`src/rtl/audio_ser_tx.sv`:
```
module audio_ser_tx #(
  parameter int DIV_W = 8
) (
  input  logic             clk,
  input  logic             rst_n,
  input  logic [DIV_W-1:0] cfg_div,
  input  logic             cfg_odd,
  input  logic [1:0]       cfg_std,
  input  logic             cfg_wide_ch,
  input  logic [1:0]       cfg_dlen,
  input  logic             cfg_ckpol,
  input  logic             cfg_wsinv,
  input  logic             cfg_pcm_long,
  input  logic             cfg_left,
  input  logic [31:0]      smp_data,
  input  logic             smp_valid,
  output logic             smp_ready,
  output logic             sck,
  output logic             ws,
  output logic             sd
);
  localparam int CW = DIV_W + 1;

  logic [DIV_W-1:0] div_eff;
  logic [CW-1:0]    ratio, low_len, cnt;
  logic [5:0]       b, b_nx, flen_m1, slen, dlen, lead, rel;
  logic [4:0]       p, p_nx;
  logic             wide, pcm, tick, slot_go, full, ch, ch_nx, ws_raw, in_data;
  logic [31:0]      hold, cur, aligned;

  assign div_eff = (cfg_div == '0) ? DIV_W'(1) : cfg_div;
  assign ratio   = {div_eff, cfg_odd};
  assign low_len = ratio - CW'(div_eff);
  assign tick    = (cnt >= ratio - CW'(1));

  assign wide    = cfg_wide_ch | (cfg_dlen != 2'd0);
  assign pcm     = (cfg_std == 2'd3);
  assign slen    = wide ? 6'd32 : 6'd16;
  assign flen_m1 = pcm ? slen - 6'd1 : (wide ? 6'd63 : 6'd31);
  assign b_nx    = (b >= flen_m1) ? 6'd0 : b + 6'd1;
  assign p       = wide ? b[4:0] : {1'b0, b[3:0]};
  assign p_nx    = wide ? b_nx[4:0] : {1'b0, b_nx[3:0]};
  assign ch      = wide ? b[5] : b[4];
  assign ch_nx   = wide ? b_nx[5] : b_nx[4];
  assign slot_go = tick && (p_nx == 5'd0);

  assign dlen    = (cfg_dlen == 2'd0) ? 6'd16 : (cfg_dlen == 2'd1) ? 6'd24 : 6'd32;
  assign lead    = (cfg_std == 2'd2) ? slen - dlen : 6'd0;
  assign rel     = {1'b0, p} - lead;
  assign in_data = ({1'b0, p} >= lead) && (rel < dlen);
  assign aligned = cfg_left ? hold : (hold << (6'd32 - dlen));

  always_comb begin
    case (cfg_std)
      2'd0:    ws_raw = ch_nx;
      2'd3:    ws_raw = cfg_pcm_long ? (b < 6'd13) : (b == flen_m1);
      default: ws_raw = ch;
    endcase
  end

  assign ws        = ws_raw ^ cfg_wsinv;
  assign sd        = in_data & cur[5'd31 - rel[4:0]];
  assign sck       = (cnt >= low_len) ^ cfg_ckpol;
  assign smp_ready = ~full;

  always_ff @(posedge clk) begin
    if (!rst_n) begin
      cnt  <= '0;
      b    <= '0;
      full <= 1'b0;
      hold <= '0;
      cur  <= '0;
    end else begin
      cnt <= tick ? '0 : cnt + CW'(1);
      if (tick) b <= b_nx;
      if (slot_go) cur <= full ? aligned : '0;
      if (smp_valid && !full) hold <= smp_data;
      full <= (full & ~slot_go) | (smp_valid & ~full);
    end
  end
endmodule

```
`config.mk`:
```
export PLATFORM = sky130hd
export DESIGN_NAME = audio_ser_tx
export DESIGN_NICKNAME = d
export VERILOG_FILES = /design/src/rtl/audio_ser_tx.sv
export SDC_FILE = /design/constraint.sdc
export NUM_CORES = 1
export LEC_CHECK = 0
export BUFFER_PORTS_ARGS = -buffer_cell sky130_fd_sc_hd__clkbuf_2
export CAP_MARGIN = 25
export CORE_UTILIZATION = 45
export CTS_CLUSTER_DIAMETER = 80
export DETAILED_ROUTE_END_ITERATION = 10
export GPL_TIMING_DRIVEN = 0
export SLEW_MARGIN = 10
export SYNTH_ARGS = -nofsm -noshare
export SYNTH_HDL_FRONTEND = slang
export SYNTH_SLANG_ARGS = --single-unit
```
`constraint.sdc`:
```
create_clock -name clk -period 6 [get_ports clk]
set_clock_uncertainty 0.2 [all_clocks]
set_input_delay 0.6 -clock clk [delete_from_list [all_inputs] [get_ports clk]]
set_output_delay 0.6 -clock clk [all_outputs]
set_load 0.01 [all_outputs]
```
==> metrics.csv <==
stage,metric,value,unit
outcome,outcome,"complete, no violations",
detailed_routing,DRC viols,0,
floorplanning,Starting Density,46.19,%
min_path,Hold EP,hold[22],
grt,largest net degree at the start of global routing,15,
power,worst vdd ir,0.09268,mV
clock_tree,CTS tree,yes,
floorplanning,Core ar.,10790,sq um
clock_tree,Num CTS Buffers,9,
sta,final worst path period need,5.015,ns
detailed_routing,post-detailed-route count of antenna-violating nets,0,
floorplanning,row count,38,
logic_synthesis,Mapped Avg Cell Area,8.654,sq um
setup_path,worst r2r src,cnt[6],
finish,share of post-route cells with drive strength above 1,16.85,%
sta,Setup-failing EPs final,0,
detailed_routing,final wirelength,12.10,mm
logic_synthesis,"count leader, synth",nand2_1,
clock_tree,clk_lat worst skew,0.36,ns
setup_path,FF-to-FF End,cur[7],
min_path,min-delay src,smp_data[22],
grt,antenna violations before repair,0,
finish,Finished Layout Cells,787,
sta,Fin Hold WS,0.2455,ns
logic_synthesis,largest cells by area after synthesis,"dfxtp_1 (32%), ha_1 (12%), nand2_1 (7.5%)",
sta,Setup TNS,0,ns
floorplanning,Die W,107.3,um
setup_path,reg2reg path depth,8,
setup_path,Critical Path AT,4.21,ns
min_path,Hold Path Depth,3,
setup_path,"most used cell, CP",ha_1,
grt,number of global-route vias before repair,4106,
sta,Max Fclk,0.1994,GHz
logic_synthesis,syn nets,678,
logic_synthesis,Syn. warnings,0,
detailed_routing,routed via count,4189,
floorplanning,I/O pins,57,
setup_path,CP required,5.20,ns
grt,wire length of the first global-routing pass,20.22,mm
logic_synthesis,Yosys top cell by area,dfxtp_1,
clock_tree,clock root buffer,clkbuf_8,
logic_synthesis,asr flop ratio synth,0,%
logic_synthesis,top-area cell type share of the netlist area,32.13,%
clock_tree,post-cts sizing count,0,
setup_path,CP cell instances,clkbuf_2 -> inv_1 -> ha_1 -> nand2_1 -> nor3_1 -> nand2_1 -> nand2b_1 -> ha_1 -> inv_1 -> fa_1 -> nand2b_1 -> a21oi_1 -> o31ai_1 -> nor2b_1 -> xnor2_1 -> ha_1 -> a211oi_1 -> o21ai_0 -> a21oi_1 -> xnor2_1 -> clkbuf_2,
sta,RSZ-0062 raised after global routing,false,
power,Cell Pwr Density,198.7,nW/um^2
flow_run,Max Cap Viol,0,
setup_path,Setup crit start kind,primary input,
logic_synthesis,dominant synthesized flop cell,dfxtp_1,
detailed_routing,drt initial violations,255,
logic_synthesis,Yosys reg bits,80,
finish,final core utilization,52.04,%
setup_path,crit path max fanout,6,
logic_synthesis,sequential fraction of the synthesis area,32.13,%
min_path,min-delay worst type,primary input to register,
finish,ant diodes,0,
sta,Tcrit/Tclk final,83.58,%
setup_path,Critical Path Start,cfg_div[2],
clock_tree,hold_buf cts,0,
logic_synthesis,Post-synth top cells,"nand2_1 (99), dfxtp_1 (80), a21oi_1 (73), ha_1 (47), nor2_1 (33)",
floorplanning,Die Area,11500,sq um
power,Leak,2.339,nW
detailed_routing,first drt pass iteration count,5,
finish,# fillers,1023,
place,port bufs,55,
place,dpl cells,771,
sta,Slew HR,52.87,%
sta,final slew viol count,0,
finish,Syn-to-layout area delta,12.68,%
sta,"Hold Vio Cnt, Final",0,
grt,gr usage total,22.69,%
logic_synthesis,post-synth cell types,49,
detailed_routing,post-DR vias/cell,5.323,
detailed_routing,wire per inst,15.37,um
sta,Worst Tran Pin Value,0.7069,ns
setup_path,internal reg-to-reg setup slack,2.91,ns
place,Final HPWL DP,9.535,mm
setup_path,WS Path Type,primary input to output pin,
clock_tree,Post-CTS Setup Bufs,0,
place,Placer Congestion,0.8638,
logic_synthesis,number of flops mapped to enable cells by yosys,0,
logic_synthesis,Mapped Area,4985,sq um
clock_tree,CTS sink count,80,
finish,Nets,744,
clock_tree,clk buf depth,2,
setup_path,kind of end point of the critical path,output pin,
setup_path,Critical Path Slowest Stage Cell,fa_1,
setup_path,delay of the slowest critical-path stage,0.39,ns
logic_synthesis,synthesized instance count,576,
grt,total gr overflow,0,
clock_tree,"CTS clk-pin slew, worst paths",0.09,ns
floorplanning,Die H,107.3,um
power,Total Power,1.116,mW
clock_tree,H-tree Lvls,3,
==> through the flow <==
| step | area, sq um | worst slack, ns |
|---|---|---|
| 6_report | 5617 | 0.9852 |
| 5_1_grt | 5617 | 0.5595 |
| 4_1_cts | 5617 | 0.9623 |
| 3_5_place_dp | 5435 | 0.7352 |
| 3_3_place_gp | 5435 | 0.8395 |
| 2_1_floorplan | 4985 | 1.649 |
==> worst max-delay path, delay by kind of cell <==
kind / cells / cell delay [ns]
buffers and inverters: 4 / 0.43
adders and majority gates: 4 / 1.09
and+or+nand+nor: 6 / 0.99
xor gates and xnor gates: 2 / 0.27
AOI/OAI and AO/OA: 5 / 0.81
==> flip-flops by register name (all words and copies together) (netlist names) <==
| signal | count |
|---|---|
| hold | 32 |
| b | 6 |
| cnt | 9 |
| full | 1 |
| cur | 32 |
==> where the power goes <==
| part | internal (mW) | switching (mW) | leakage (nW) |
|---|---|---|---|
| sequential | 0.545 | 0.0160 | 0.650 |
| clock | 0.165 | 0.204 | 0.0826 |
| combinational | 0.0761 | 0.110 | 1.61 |
==> how the worst max path moves through the flow <==
stage                   to  cells past startpoint  slack, ns
global placement    cur[2]                     21       0.84
CTS                    sck                     21       0.96
global route           sck                     21       0.56
finish                 sck                     21       0.99
detailed placement  cur[6]                     21       0.74
floorplan              sck                     19       1.65
==> kinds of logic after synthesis <==
family	count (synthesis)	synth area share, %
adders and majority gates	49	12.60
DFF	80	32.13
AOI/OAI and AO/OA	141	20.78
xor gates and xnor gates	25	4.393
muxes	26	7.480
and+or+nand+nor	193	17.52
buffers and inverters	62	5.095
==> cells in the final DEF (no fill, tap or decap), types with 3 or more instances in the layout <==
| cell type | Yosys | routed |
|---|---|---|
| o2bb2ai_1 | 4 | 4 |
| a21oi_1 | 73 | 73 |
| nor3_1 | 7 | 7 |
| o2bb2ai_2 | 20 | 20 |
| a211oi_1 | 6 | 6 |
| a221oi_1 | 3 | 3 |
| mux2i_1 | 17 | 17 |
| clkbuf_1 | 23 | 24 |
| buf_2 | 5 | 5 |
| a22o_1 | 8 | 8 |
| o21ai_0 | 7 | 7 |
| clkbuf_2 | 0 | 55 |
| nor2b_1 | 11 | 11 |
| nand2_1 | 99 | 99 |
| dfxtp_1 | 80 | 80 |
| buf_1 | 4 | 4 |
| clkbuf_8 | 0 | 10 |
| xnor2_1 | 16 | 16 |
| inv_1 | 28 | 28 |
| clkinvlp_4 | 0 | 3 |
| xor2_1 | 9 | 9 |
| and2_1 | 3 | 3 |
| nor2_1 | 33 | 33 |
| or3_1 | 3 | 3 |
| and3_1 | 10 | 10 |
| o31ai_1 | 3 | 3 |
| mux4_2 | 9 | 9 |
| ha_1 | 47 | 47 |
| nand3_1 | 14 | 14 |
==> routing by layer <==
layer	part of all wire (%)	up-vias	wire, um	GRT usage [%]
met1	51	1920	6158	33.19
li1	-	2153	-	-
met5	0	-	0	0
met2	42	99	5064	33.78
met3	5.6	17	672	3.571
met4	1.6	0	199	7.632
==> final cells by class <==
cell class / count / area, sq um / area share (%)
Buffer: 34 / 148.9 / 2.651
Clock buffer: 11 / 141.4 / 2.517
Clock inverter: 5 / 40.04 / 0.7129
Inverter: 28 / 105.1 / 1.871
Multi-Input combinational cell: 434 / 3129 / 55.71
Sequential cell: 80 / 1602 / 28.51
Tap cell: 140 / 175.2 / 3.119
Timing Repair Buffer: 55 / 275.3 / 4.901
Note: power is estimated with default switching activity, not from simulation.
